--- src/rtl/addsub_pkg.sv ---
package addsub_pkg;
    typedef enum logic [2:0] {
        OP_ADD   = 3'b000,
        OP_ADDU  = 3'b001,
        OP_SUB   = 3'b010,
        OP_SUBU  = 3'b011,
        OP_SLT   = 3'b100,
        OP_SLTU  = 3'b101,
        OP_ADDI  = 3'b110,
        OP_ADDIU = 3'b111
    } op_e;

    typedef enum logic {
        ST_IDLE = 1'b0,
        ST_TRAP = 1'b1
    } tstate_e;
endpackage

--- src/rtl/imm_sext.sv ---
module imm_sext #(
    parameter int IN_W  = 16,
    parameter int OUT_W = 32
) (
    input  logic [IN_W-1:0]  imm_i,
    output logic [OUT_W-1:0] ext_o
);
    localparam int PAD_W = OUT_W - IN_W;

    generate
        if (PAD_W > 0) begin : g_pad
            assign ext_o = {{PAD_W{imm_i[IN_W-1]}}, imm_i};
        end else begin : g_none
            assign ext_o = imm_i[OUT_W-1:0];
        end
    endgenerate
endmodule

--- src/rtl/addsub_core.sv ---
module addsub_core #(
    parameter int W = 32
) (
    input  logic [W-1:0] a_i,
    input  logic [W-1:0] b_i,
    input  logic         sub_i,
    output logic [W-1:0] sum_o,
    output logic         carry_o,
    output logic         ovf_o
);
    localparam int MSB = W - 1;

    logic [W-1:0] b_eff;

    always_comb begin
        b_eff = sub_i ? ~b_i : b_i;
        {carry_o, sum_o} = {1'b0, a_i} + {1'b0, b_eff} + {{W{1'b0}}, sub_i};
        // sign rule: like-signed addends, unlike-signed sum
        ovf_o = (a_i[MSB] == b_eff[MSB]) && (sum_o[MSB] != a_i[MSB]);
    end
endmodule

--- src/rtl/alu_addsub_trap.sv ---
module alu_addsub_trap #(
    parameter int DW    = 32,
    parameter int IMM_W = 16
) (
    input  logic             clk,
    input  logic             rst_n,
    input  logic             issue_i,
    input  logic [2:0]       op_i,
    input  logic [DW-1:0]    src_a_i,
    input  logic [DW-1:0]    src_b_i,
    input  logic [IMM_W-1:0] imm_i,
    output logic [DW-1:0]    result_o,
    output logic             ovf_o,
    output logic             trap_o
);
    import addsub_pkg::*;

    localparam int MSB = DW - 1;

    op_e          op;
    tstate_e      state, state_nx;
    logic [DW-1:0] imm_x, operand_b, sum, next_result;
    logic         sub_sel, is_cmp, is_trapping, is_imm;
    logic         carry, ovf_raw, lt_signed, lt_unsigned, next_ovf, trap_hit;

    assign op = op_e'(op_i);

    // operation decode
    always_comb begin
        sub_sel     = 1'b0;
        is_cmp      = 1'b0;
        is_trapping = 1'b0;
        is_imm      = 1'b0;
        unique case (op)
            OP_ADD:   is_trapping = 1'b1;
            OP_ADDU:  ;
            OP_SUB:   begin sub_sel = 1'b1; is_trapping = 1'b1; end
            OP_SUBU:  sub_sel = 1'b1;
            OP_SLT:   begin sub_sel = 1'b1; is_cmp = 1'b1; end
            OP_SLTU:  begin sub_sel = 1'b1; is_cmp = 1'b1; end
            OP_ADDI:  begin is_imm = 1'b1; is_trapping = 1'b1; end
            OP_ADDIU: is_imm = 1'b1;
            default:  ;
        endcase
    end

    imm_sext #(.IN_W(IMM_W), .OUT_W(DW)) u_sext (
        .imm_i (imm_i),
        .ext_o (imm_x)
    );

    assign operand_b = is_imm ? imm_x : src_b_i;

    addsub_core #(.W(DW)) u_core (
        .a_i     (src_a_i),
        .b_i     (operand_b),
        .sub_i   (sub_sel),
        .sum_o   (sum),
        .carry_o (carry),
        .ovf_o   (ovf_raw)
    );

    always_comb begin
        lt_signed   = sum[MSB] ^ ovf_raw;
        lt_unsigned = ~carry;
        if (is_cmp)
            next_result = {{(DW-1){1'b0}}, (op == OP_SLT) ? lt_signed : lt_unsigned};
        else
            next_result = sum;
        next_ovf = ~is_cmp & ovf_raw;
        trap_hit = issue_i & is_trapping & ovf_raw;
    end

    // trap machine: next-state
    always_comb begin
        unique case (state)
            ST_IDLE: state_nx = trap_hit ? ST_TRAP : ST_IDLE;
            ST_TRAP: state_nx = trap_hit ? ST_TRAP : ST_IDLE;
            default: state_nx = ST_IDLE;
        endcase
    end

    // trap machine: state register
    always_ff @(posedge clk) begin
        if (!rst_n) state <= ST_IDLE;
        else        state <= state_nx;
    end

    // result and flag registers
    always_ff @(posedge clk) begin
        if (!rst_n) begin
            result_o <= '0;
            ovf_o    <= 1'b0;
        end else if (issue_i) begin
            result_o <= next_result;
            ovf_o    <= next_ovf;
        end
    end

    assign trap_o = (state == ST_TRAP);


    trap_cause_chk: assert property (@(posedge clk) disable iff (!rst_n)
        trap_o |-> ($past(issue_i) && ovf_o));


    no_unsigned_trap_chk: assert property (@(posedge clk) disable iff (!rst_n)
        (issue_i && (op_i == 3'b001 || op_i == 3'b011 || op_i == 3'b111)) |=> !trap_o);


    cmp_bool_chk: assert property (@(posedge clk) disable iff (!rst_n)
        (issue_i && (op_i == 3'b100 || op_i == 3'b101)) |=> (result_o[DW-1:1] == '0 && !ovf_o));


    idle_hold_chk: assert property (@(posedge clk) disable iff (!rst_n)
        !issue_i |=> ($stable(result_o) && $stable(ovf_o) && !trap_o));


    no_overflow_chk: assert property (@(posedge clk) disable iff (!rst_n)
        (issue_i && (op_i == 3'b000 || op_i == 3'b001) && (src_a_i[DW-1] != src_b_i[DW-1]))
        |=> !ovf_o);
endmodule

--- config.mk ---
export PLATFORM = sky130hd
export DESIGN_NAME = alu_addsub_trap
export DESIGN_NICKNAME = d
export VERILOG_FILES = /design/src/rtl/addsub_pkg.sv /design/src/rtl/imm_sext.sv /design/src/rtl/addsub_core.sv /design/src/rtl/alu_addsub_trap.sv
export SDC_FILE = /design/constraint.sdc
export NUM_CORES = 1
export LEC_CHECK = 0
export CORE_MARGIN = 8
export CORE_UTILIZATION = 50
export DETAILED_ROUTE_END_ITERATION = 8
export GPL_ROUTABILITY_DRIVEN = 0
export PLACE_DENSITY = 0.85
export SYNTH_ARGS = -nofsm -noshare
export SYNTH_HDL_FRONTEND = slang
export SYNTH_SLANG_ARGS = --single-unit
--- constraint.sdc ---
create_clock -name clk -period 13.3 [get_ports clk]
set_clock_uncertainty 0.05 [all_clocks]
set_input_delay 2.66 -clock clk [delete_from_list [all_inputs] [get_ports clk]]
set_output_delay 2.66 -clock clk [all_outputs]
set_load 0.005 [all_outputs]
==> results.yml <==
status:
  status: "completed"
die:
  die_area_um2: 10400
  core_area_um2: 7210
  initial_core_util: 0.514
  ioPinCount: 120
  dieHeight_um: 102
  num_rows: 31
  die_x_um: 102
finish:
  ff_latch_area_um2: 681
  drive_above_1_share: 0.0307
  final_nets: 736
  final.fill_count: 640
  syn_to_final_growth_pct: 35.7
  antenna_cells: 0
  multi_input_area_um2: 2860
flow_run:
  drv_cap: 0
clocking:
  clockBufferDepth: 2
  clock_sinks: 34
  hold_buffers: 0
  cts.clk_slew.worst_paths_ns: 0.07
  cts_root_buffer: "clkbuf_8"
  htreeDepth: 2
  insertion_delay_ns: 0.29
  post_cts_buffers: 0
  cts_resized: 0
  cts_made_buffers: 5
  cts_tree: "built"
worst_setup_path:
  reg2regPathDepth: 4
  path_max_fanout: 69
  reg2reg_to: "result_o[0]"
  path_class: "in2reg"
  cp-startpoint: "op_i[2]"
  crit_path_end: "ovf_o"
  r2r_slack_ns: 12.31
  r2r-start: "result_o[0]"
  end_kind: "flip-flop"
  required_ns: 13.43
  worstSetupStartpointType: "input port"
  arrival_ns: 6.61
power_and_ir_drop:
  p_leak_nw: 2.10
  p_sw_mw: 0.164
  peakVddDrop_mv: 0.0467
  pwr-share-seq: 0.280
  internal_power_mw: 0.271
  netSwitchingFraction: 0.377
  pwr-share-clk: 0.193
  powerDensity_nw_per_um2: 86.2
  combPwrFrac: 0.528
synthesis:
  async_flop_share: 0
  ys_seq_elements: 34
  ys_types: 51
  synth_edf_count: 0
  yosysSeqAreaShare: 0.183
  syn_nets: 633
  ys_warn_count: 0
  synthCells: 515
  syn_area_um2: 3710
  ys.flop_type: "dfxtp_1"
  syn_avg_cell_area_um2: 7.21
global_route:
  antenna_found_initial: 0
  grt_pass1_wl_um: 19000
  grt_overflow: 0
  grt_pass1_vias: 4188
  grt_max_degree: 70
  globalRouteTotalUtil: 0.220
timing:
  post-route-period-util: 0.487
  setup_violations: 0
  slew_headroom: 0.310
  whs_ns: 0.406
  rsz0062_at_grt: "false"
  fmax_mhz: 154
  final_max_slew_viol_count: 0
  worst_slack_ns: 6.82
  setup_tns_ns: 0
  finalHoldViolCount: 0
  worstMarginPinSlew_ns: 1.03
  period_needed_ns: 6.48
drt:
  vias: 4083
  drt-initial-drc-count: 102
  drc: 0
  wirelength_um: 11400
  first_pass_iters: 4
  wire_per_inst_um: 15.8
  vias_per_cell: 5.69
  ant_nets: 0
placed_design:
  dp_slack_ns: 6.50
  io_buffers: 119
  dp_hpwl_um: 9050
min_path:
  hp-class: "reg2reg"
-- cell usage in the layout, fill, tap and decap left out, drive strengths merged, types with 5 or more instances in the layout --
| cell type | Yosys | final |
|---|---|---|
| nand2b | 22 | 22 |
| inv | 21 | 21 |
| nor3 | 7 | 7 |
| nand2 | 47 | 47 |
| ha | 31 | 31 |
| a21oi | 46 | 46 |
| a22o | 6 | 6 |
| xor2 | 30 | 30 |
| nand3 | 26 | 26 |
| xnor2 | 29 | 29 |
| dfxtp | 34 | 34 |
| clkdlybuf4s50 | 0 | 117 |
| a211oi | 6 | 6 |
| clkbuf | 18 | 6 |
| a21o | 13 | 13 |
| mux2i | 15 | 15 |
| a31oi | 5 | 5 |
| nor2 | 43 | 43 |
| o21ai | 59 | 59 |
-- layer usage --
metal,routed length (µm),track usage,part of all wire,up-vias
met3,868,0.0674,0.076,21
li1,-,-,-,2027
met4,218,0.0756,0.019,0
met2,5760,0.407,0.51,136
met1,4530,0.230,0.40,1899
met5,0,0,0,-
-- power by group through the flow --
stage	logic (mW)	clock network, mW	registers, mW
finish	0.229	0.0836	0.121
global route	0.254	0.0886	0.123
CTS	0.229	0.0836	0.121
detailed placement	0.227	0	0.124
global placement	0.221	0	0.123
floorplan	0.142	0	0.124
-- critical path: stages --
cell	delay (ns)
buf_2	0.07
buf_4	0.67
nand2b_1	0.60
nand3_1	0.25
o21ai_0	0.11
ha_1	0.42
a21o_1	0.22
a21oi_1	0.22
o21ai_2	0.12
a211o_1	0.33
a311o_1	0.37
and3_1	0.19
or3_1	0.36
-- layout make-up --
cell class	instances	area share
clock buffer	6	0.0164
clock inverter	2	0.00249
tap	99	0.0246
sequential	34	0.135
multi-input combinational	435	0.568
inverter	21	0.0157
timing repair buffer	121	0.238
-- through the flow --
stage	total power, mW	util	area (µm²)	cells
final	0.434	0.698	5030	718
after global routing	0.466	0.698	5030	718
after CTS	0.434	0.698	5030	718
after detailed placement	0.351	0.685	4940	710
after global placement	0.344	0.685	4940	710
after floorplan	0.265	-	3710	515
-- how the worst min path moves through the flow --
stage | slack, ns | cells after the start | to | start
global route | 0.44 | 2 | result_o[23] | result_o[23]
finish | 0.41 | 2 | result_o[23] | result_o[23]
global placement | 0.39 | 2 | result_o[29] | result_o[29]
detailed placement | 0.39 | 2 | result_o[20] | result_o[20]
floorplan | 0.40 | 2 | result_o[13] | result_o[13]
CTS | 0.41 | 2 | result_o[20] | result_o[20]
-- cell usage after synthesis (4+ instances only) --
master / count / area, µm²
mux2i_1: 15 / 150
a211oi_1: 5 / 37.5
a31oi_1: 5 / 31.3
clkbuf_1: 18 / 67.6
nand2b_1: 22 / 138
a22o_1: 6 / 52.6
a21oi_1: 45 / 225
nand2_1: 47 / 176
o211ai_1: 4 / 30.0
inv_1: 21 / 78.8
nand3_1: 26 / 130
dfxtp_1: 34 / 681
nor2_1: 43 / 161
o21ai_0: 58 / 290
nor3_1: 7 / 35.0
buf_1: 7 / 26.3
nor2b_1: 4 / 25.0
xnor2_1: 29 / 254
a21o_1: 13 / 97.6
and2_1: 4 / 25.0
ha_1: 31 / 388
xor2_1: 30 / 263
-- kinds of logic (layout without fill, tap and decap cells) --
logic type               Yosys count  after routing  share of synthesized area
buffers and inverters             46            150                     0.0465
multiplexers                      16             16                     0.0435
AO/OA/AOI/OAI                    163            163                      0.270
AND/OR/NAND/NOR                  165            165                      0.207
XOR/XNOR                          59             59                      0.139
flip-flops                        34             34                      0.183
adder cells (fa/ha/maj)           32             32                      0.110
-- registers in the layout (all words and copies together) (netlist names) --
| name | count |
|---|---|
| trap_o | 1 |
| result_o | 32 |
| ovf_o | 1 |
Note: power is estimated with default switching activity, not from simulation.
